[src/rtl/tmrch_pkg.sv]
package tmrch_pkg;
  localparam int CFG_EN  = 0;
  localparam int CFG_PER = 1;
  localparam int CFG_NAR = 2;
  localparam int CFG_SET = 3;

  typedef struct packed {
    logic setval;
    logic narrow;
    logic periodic;
    logic en;
  } chan_cfg_t;
endpackage

[src/rtl/tmrch_cfg.sv]
module tmrch_cfg
  import tmrch_pkg::*;
(
  input  logic      clk,
  input  logic      rst_n,
  input  logic      cfg_we_i,
  input  logic [3:0] cfg_bits_i,
  input  logic      cmp_we_i,
  input  logic      glob_en_i,
  output chan_cfg_t cfg_o,
  output logic      armed_o
);
  chan_cfg_t cfg_q, cfg_d;
  logic      armed_q, armed_d;

  always_comb begin
    cfg_d   = cfg_q;
    armed_d = armed_q;
    if (cfg_we_i) begin
      cfg_d.en       = cfg_bits_i[CFG_EN];
      cfg_d.periodic = cfg_bits_i[CFG_PER];
      cfg_d.narrow   = cfg_bits_i[CFG_NAR];
      cfg_d.setval   = cfg_bits_i[CFG_SET];
      if (!cfg_q.en && cfg_bits_i[CFG_EN] && glob_en_i)
        armed_d = 1'b1;
      else if (cfg_q.en && !cfg_bits_i[CFG_EN])
        armed_d = 1'b0;
    end
    if (cmp_we_i) begin
      cfg_d.setval = 1'b0;
      if (glob_en_i && cfg_d.en)
        armed_d = 1'b1;
    end
  end

  always_ff @(posedge clk or negedge rst_n) begin
    if (!rst_n) begin
      cfg_q   <= '0;
      armed_q <= 1'b0;
    end else begin
      cfg_q   <= cfg_d;
      armed_q <= armed_d;
    end
  end

  assign cfg_o   = cfg_q;
  assign armed_o = armed_q;

  // set-value self-clears after a comparator write
  a_r2_setval_clears: assert property (@(posedge clk) disable iff (!rst_n)
    cmp_we_i |=> !cfg_q.setval);

  // an armed channel always has its enable bit set
  a_r8_armed_needs_en: assert property (@(posedge clk) disable iff (!rst_n)
    armed_q |-> cfg_q.en);
endmodule

[src/rtl/tmrch_cmp.sv]
module tmrch_cmp
  import tmrch_pkg::*;
#(
  parameter int HALF_W = 32
) (
  input  logic                clk,
  input  logic                rst_n,
  input  chan_cfg_t           cfg_i,
  input  logic                lo_we_i,
  input  logic                hi_we_i,
  input  logic [HALF_W-1:0]   wdata_i,
  input  logic                trunc_i,
  input  logic                adv_i,
  output logic [2*HALF_W-1:0] cmp_o,
  output logic [2*HALF_W-1:0] per_o
);
  localparam int CNT_W = 2 * HALF_W;

  logic [CNT_W-1:0]  cmp_q, cmp_d, per_q, per_d;
  logic [CNT_W-1:0]  sum_wide;
  logic [HALF_W-1:0] sum_narrow;
  logic [HALF_W-1:0] per_lo_val, per_hi_val;
  logic              load_cmp;

  assign sum_wide   = cmp_q + per_q;
  assign sum_narrow = cmp_q[HALF_W-1:0] + per_q[HALF_W-1:0];
  assign load_cmp   = !cfg_i.periodic || cfg_i.setval;
  assign per_lo_val = cfg_i.narrow ? {1'b0, wdata_i[HALF_W-2:0]} : wdata_i;
  assign per_hi_val = {1'b0, wdata_i[HALF_W-2:0]};

  always_comb begin
    cmp_d = cmp_q;
    per_d = per_q;
    if (adv_i)
      cmp_d = cfg_i.narrow ? {{HALF_W{1'b0}}, sum_narrow} : sum_wide;
    if (lo_we_i) begin
      if (load_cmp)       cmp_d[HALF_W-1:0] = wdata_i;
      if (cfg_i.periodic) per_d[HALF_W-1:0] = per_lo_val;
    end
    if (hi_we_i && !cfg_i.narrow) begin
      if (load_cmp)       cmp_d[CNT_W-1:HALF_W] = wdata_i;
      if (cfg_i.periodic) per_d[CNT_W-1:HALF_W] = per_hi_val;
    end
    if (trunc_i) begin
      cmp_d[CNT_W-1:HALF_W] = '0;
      per_d[CNT_W-1:HALF_W] = '0;
    end
  end

  always_ff @(posedge clk or negedge rst_n) begin
    if (!rst_n) begin
      cmp_q <= '1;
      per_q <= '0;
    end else begin
      cmp_q <= cmp_d;
      per_q <= per_d;
    end
  end

  assign cmp_o = cmp_q;
  assign per_o = per_q;

  // periodic write without set-value leaves the live comparator alone
  a_r1_cmp_held: assert property (@(posedge clk) disable iff (!rst_n)
    (lo_we_i && cfg_i.periodic && !cfg_i.setval && !trunc_i) |=> cmp_q == $past(cmp_q));

  // the wide period top bit never becomes set
  a_r3_per_msb: assert property (@(posedge clk) disable iff (!rst_n)
    !per_q[CNT_W-1]);

  // narrow mode keeps both upper halves at zero
  a_r6_narrow_high_zero: assert property (@(posedge clk) disable iff (!rst_n)
    cfg_i.narrow |-> (cmp_q[CNT_W-1:HALF_W] == '0 && per_q[CNT_W-1:HALF_W] == '0));
endmodule

[src/rtl/tmrch_match.sv]
module tmrch_match
  import tmrch_pkg::*;
#(
  parameter int HALF_W = 32
) (
  input  logic [2*HALF_W-1:0] count_i,
  input  logic                tick_i,
  input  logic                glob_en_i,
  input  logic                armed_i,
  input  logic                kill_i,
  input  logic                cmp_we_i,
  input  chan_cfg_t           cfg_i,
  input  logic [2*HALF_W-1:0] cmp_i,
  input  logic [2*HALF_W-1:0] per_i,
  output logic                fire_o,
  output logic                adv_o
);
  logic live, eq, wrap_hit;

  assign live     = armed_i && glob_en_i && tick_i && !kill_i;
  assign eq       = cfg_i.narrow ? (count_i[HALF_W-1:0] == cmp_i[HALF_W-1:0])
                                 : (count_i == cmp_i);
  assign wrap_hit = cfg_i.narrow && !cfg_i.periodic && (count_i[HALF_W-1:0] == '0);
  assign fire_o   = live && (eq || wrap_hit);
  assign adv_o    = live && eq && cfg_i.periodic && (per_i != '0) && !cmp_we_i;
endmodule

[src/rtl/tmrch_channel.sv]
module tmrch_channel
  import tmrch_pkg::*;
#(
  parameter int HALF_W = 32
) (
  input  logic                clk,
  input  logic                rst_n,
  input  logic [2*HALF_W-1:0] count_i,
  input  logic                tick_i,
  input  logic                glob_en_i,
  input  logic                cfg_we_i,
  input  logic                cmp_lo_we_i,
  input  logic                cmp_hi_we_i,
  input  logic [HALF_W-1:0]   wdata_i,
  output logic                event_o,
  output logic [HALF_W-1:0]   cfg_rd_o,
  output logic [2*HALF_W-1:0] cmp_rd_o,
  output logic [2*HALF_W-1:0] per_rd_o
);
  localparam int CNT_W = 2 * HALF_W;

  chan_cfg_t        cfg;
  logic             armed, fire, adv, cmp_we, kill, trunc;
  logic [CNT_W-1:0] cmp_v, per_v;
  logic             event_q, event_d;
  logic             unused_wdata;

  assign cmp_we       = cmp_lo_we_i || cmp_hi_we_i;
  assign kill         = cfg_we_i && !wdata_i[CFG_EN];
  assign trunc        = cfg_we_i && wdata_i[CFG_NAR];
  assign unused_wdata = ^wdata_i[HALF_W-1:4];

  tmrch_cfg u_cfg (
    .clk        (clk),
    .rst_n      (rst_n),
    .cfg_we_i   (cfg_we_i),
    .cfg_bits_i (wdata_i[3:0]),
    .cmp_we_i   (cmp_we),
    .glob_en_i  (glob_en_i),
    .cfg_o      (cfg),
    .armed_o    (armed)
  );

  tmrch_cmp #(.HALF_W(HALF_W)) u_cmp (
    .clk     (clk),
    .rst_n   (rst_n),
    .cfg_i   (cfg),
    .lo_we_i (cmp_lo_we_i),
    .hi_we_i (cmp_hi_we_i),
    .wdata_i (wdata_i),
    .trunc_i (trunc),
    .adv_i   (adv),
    .cmp_o   (cmp_v),
    .per_o   (per_v)
  );

  tmrch_match #(.HALF_W(HALF_W)) u_match (
    .count_i   (count_i),
    .tick_i    (tick_i),
    .glob_en_i (glob_en_i),
    .armed_i   (armed),
    .kill_i    (kill),
    .cmp_we_i  (cmp_we),
    .cfg_i     (cfg),
    .cmp_i     (cmp_v),
    .per_i     (per_v),
    .fire_o    (fire),
    .adv_o     (adv)
  );

  assign event_d = fire;

  always_ff @(posedge clk or negedge rst_n) begin
    if (!rst_n) event_q <= 1'b0;
    else        event_q <= event_d;
  end

  assign event_o  = event_q;
  assign cfg_rd_o = {{(HALF_W-6){1'b0}}, 2'b11, cfg.setval, cfg.narrow, cfg.periodic, cfg.en};
  assign cmp_rd_o = cmp_v;
  assign per_rd_o = per_v;

  // every event follows a tick in the previous cycle
  a_r10_event_needs_tick: assert property (@(posedge clk) disable iff (!rst_n)
    event_o |-> $past(tick_i));

  // a disabling configuration write suppresses the event
  a_r8_kill_same_cycle: assert property (@(posedge clk) disable iff (!rst_n)
    (cfg_we_i && !wdata_i[CFG_EN]) |=> !event_o);

  // an event needs the global enable on the tick
  a_r10_event_needs_glob: assert property (@(posedge clk) disable iff (!rst_n)
    event_o |-> $past(glob_en_i));
endmodule

[config.mk]
export PLATFORM = sky130hd
export DESIGN_NAME = tmrch_channel
export DESIGN_NICKNAME = d
export VERILOG_FILES = /design/src/rtl/tmrch_pkg.sv /design/src/rtl/tmrch_cfg.sv /design/src/rtl/tmrch_cmp.sv /design/src/rtl/tmrch_match.sv /design/src/rtl/tmrch_channel.sv
export SDC_FILE = /design/constraint.sdc
export NUM_CORES = 1
export LEC_CHECK = 0
export BUFFER_PORTS_ARGS = -buffer_cell sky130_fd_sc_hd__buf_2
export CAP_MARGIN = 20
export CORE_MARGIN = 3
export CORE_UTILIZATION = 45
export DETAILED_ROUTE_END_ITERATION = 8
export GPL_ROUTABILITY_DRIVEN = 0
export HOLD_SLACK_MARGIN = 0.12
export PLACE_DENSITY = 0.7
export SYNTH_ARGS = -nofsm -noshare
export SYNTH_HDL_FRONTEND = slang
export SYNTH_HIERARCHICAL = 1
export SYNTH_SLANG_ARGS = --single-unit
[constraint.sdc]
create_clock -name clk -period 5.1 [get_ports clk]
set_input_delay 0.51 -clock clk [delete_from_list [all_inputs] [get_ports clk]]
set_output_delay 0.51 -clock clk [all_outputs]
set_load 0.05 [all_outputs]
==> flow_metrics.tcl <==
set metrics [dict create \
    run_status "complete, no violations" \
    min_to "u_cmp/cmp_o[16]" \
    io_buffers 234 \
    overflow 0 \
    pwr-share-seq 0.289 \
    async_reset_ff_frac 1.00 \
    cp.required_ns 5.47 \
    drc 0 \
    ff2ff_setup_slack_ns 1.40 \
    power.switching_mw 2.39 \
    global_route.usage.met3 0.0643 \
    seq_area_frac_synth 0.331 \
    viasPerCell 6.17 \
    cts.sinks 133 \
    met1_usage 0.408 \
    dr.pass1.iters 8 \
    wl_um 37400 \
    synthTopCellsByArea "dfrtp_1, dfstp_2, xnor2_1, ha_1, a21oi_1" \
    min_path_type "in2reg" \
    clock.fmax_ghz 0.270 \
    clock_latency_ns 0.44 \
    antenna_found_initial 0 \
    synth-simple-area-share 0.137 \
    end_kind "register" \
    hold_viol_final 0 \
    die-width_um 157 \
    num_antenna_cells 0 \
    synth_xor_area_frac 0.101 \
    track_usage 0.297 \
    ys_ff_latch 133 \
    grt_pass1_wl_um 56500 \
    final_cells 1616 \
    reg2reg_to "u_cmp/cmp_o[57]" \
    clk_pin_slew_worst_paths_ns 0.06 \
    multi_input_area_sq_um 6470 \
    postSynthCellCount 1120 \
    use_met2 0.473 \
    setup_ws_ns 1.40 \
    rsz0062_at_grt "false" \
    grt_pass1_vias 9454 \
    nFillCells 2063 \
    dp_hpwl_um 28900 \
    drtAntennaViolNets 0 \
    synth.area.mux_share 0.0693 \
    dp_cells 1583 \
    crit_fanout 42 \
    start_util 0.465 \
    yosysMostFrequentCell "xnor2_1" \
    area_growth_syn_to_layout_pct 18.4 \
    placed_cell_area_sq_um 11600 \
    setup-violations-final 0 \
    first_iter_violations 1013 \
    clockBufferDepth 2 \
    num_io_pins 264 \
    grt_max_degree 50 \
    synth_enable_flop_cells 0 \
    combPwrFrac 0.454 \
    gr-max-usage-layer "met2" \
    cts_root_buffer "clkbuf_16" \
    syn_area_per_cell_sq_um 9.21 \
    layout_min_cycle_time_ns 3.70 \
    layout-drive-gt1-share 0.305 \
    r2r_start "u_cmp/cmp_o[33]" \
    cts_setup_buffers 0 \
    cts_tree "done" \
    synth_compound_area_frac 0.229 \
    synth_flop_cell "dfrtp_1" \
    drv_cap 0 \
    synthDistinctLibCells 75 \
    p_leak_nw 5.33 \
    worstHoldPathCells 3 \
    vdd_ir_drop_max_mv 0.265 \
    start_kind "register" \
    synth_common_cells "xnor2_1, a21oi_1, o21ai_0" \
    die_area_sq_um 24800 \
    fin_crit_sh 0.726 \
    vias 9963 \
    die_y_um 157 \
    netlist.area_leader.share 0.167 \
    place_ws_ns 1.45 \
    fin_tns_setup_ns 0 \
    relSlewSlack 0.346 \
    switching_share 0.453 \
    drt-wirelength-per-cell_um 23.2 \
    nNetsFinal 1490 \
    critPathArrivalTime_ns 4.07 \
    tightest_slew_ns 0.972 \
    htreeDepth 4 \
    cts_made_buffers 17 \
    clockPowerShare 0.257 \
    fp.coreArea_sq_um 22200 \
    ff_latch_area_sq_um 3410 \
    fin_worst_skew_ns 0.0130 \
    rows 54 \
    synth_top_family_by_area "compound AO/OA/AOI/OAI gates" \
    synth_top_area_cell "dfrtp_1" \
    reg2reg_depth 9 \
    slew_violations 0 \
    powerDensity_nw_per_um2 432 \
    yosysWarningCount 6 \
    synth_area_sq_um 10300 \
    criticalPathCategory "reg2reg" \
    utilization 0.551 \
    synthAdderAreaFrac 0.0784 \
    stdcell_area_sq_um 12200 \
    p_int_mw 2.89 \
    min_from "wdata_i[16]" \
]
per-stage QoR:
stage               hold WS, ns  power [mW]
finish                    0.341        5.28
global route              0.345        5.53
CTS                       0.333        5.24
detailed placement        0.497        3.87
global placement          0.493        3.85
floorplan                 0.214        3.24
metal layers:
metal,vias to the layer above,routed length [um]
met5,-,0
met1,4813,16000
met3,82,3150
li1,4535,-
met4,0,1180
met2,533,17100
power by group through the flow:
stage          clock network [mW]  registers, mW  logic [mW]
4_1_cts                      1.37           1.52        2.35
3_5_place_dp                    0           1.53        2.34
3_3_place_gp                    0           1.53        2.32
6_report                     1.36           1.52        2.40
5_1_grt                      1.42           1.54        2.56
2_1_floorplan                   0           1.98        1.26
cell type report:
cell class / instances / area share
multi-input cells: 905 / 0.530
flip-flops and latches: 133 / 0.279
repair buffers: 247 / 0.104
clock buffers: 19 / 0.0363
well taps: 280 / 0.0287
clock inverters: 13 / 0.0161
inverters: 19 / 0.00584
worst max-delay path by stage:
| stage | start | endpoint | slack (ns) | cells past startpoint |
|---|---|---|---|---|
| floorplan | u_cmp/cmp_o[0] | u_cmp/cmp_o[44] | 1.81 | 13 |
| finish | u_cmp/cmp_o[33] | u_cmp/cmp_o[57] | 1.40 | 9 |
| detailed placement | count_i[33] | u_cmp/cmp_o[57] | 1.45 | 10 |
| global placement | cfg_we_i | u_cmp/cmp_o[57] | 1.50 | 9 |
| CTS | u_cmp/cmp_o[0] | u_cmp/cmp_o[48] | 1.49 | 14 |
| global route | u_cmp/cmp_o[43] | u_cmp/cmp_o[57] | 1.23 | 9 |
kinds of logic after synthesis:
logic type / count (synthesis)
fa+ha+maj: 64
other cells: 3
compound gates: 355
buf+inv: 108
simple gates: 271
mux: 67
flops: 133
xor+xnor: 119
cells in the final DEF (no fill, tap or decap), drive strengths merged, types with 32 or more instances in the layout:
| cell type | synthesis | routed |
|---|---|---|
| nand4 | 41 | 41 |
| a22o | 32 | 32 |
| mux2i | 32 | 32 |
| mux2 | 35 | 35 |
| o21ai | 87 | 87 |
| buf | 50 | 246 |
| dfrtp | 69 | 69 |
| dfstp | 64 | 64 |
| nand2 | 75 | 75 |
| a21oi | 89 | 89 |
| xnor2 | 96 | 96 |
| ha | 63 | 63 |
| nor2 | 43 | 43 |
sequential cells by signal, indices dropped and copies added, names as in the netlist:
name,count
u_cmp/cmp_o,64
event_o,1
u_cfg/armed_o,1
u_cfg/cfg_o,4
u_cmp/per_o,63
critical path: stages (launching register included):
cell     delay [ns]
dfstp_2        0.58
xnor2_1        0.26
nand4_1        0.17
nor4_1         0.42
a21oi_1        0.21
nor3_2         0.24
buf_4          0.59
nand2_1        0.43
or4_1          0.62
nand3_1        0.10
what timing repair did:
action | 4_1_cts | 5_1_grt
hold buffers | 1 | 0
endpoints found under the hold margin | 18 | 0
gates resized for setup | 0 | 0
(Power assumes the default switching activity.)
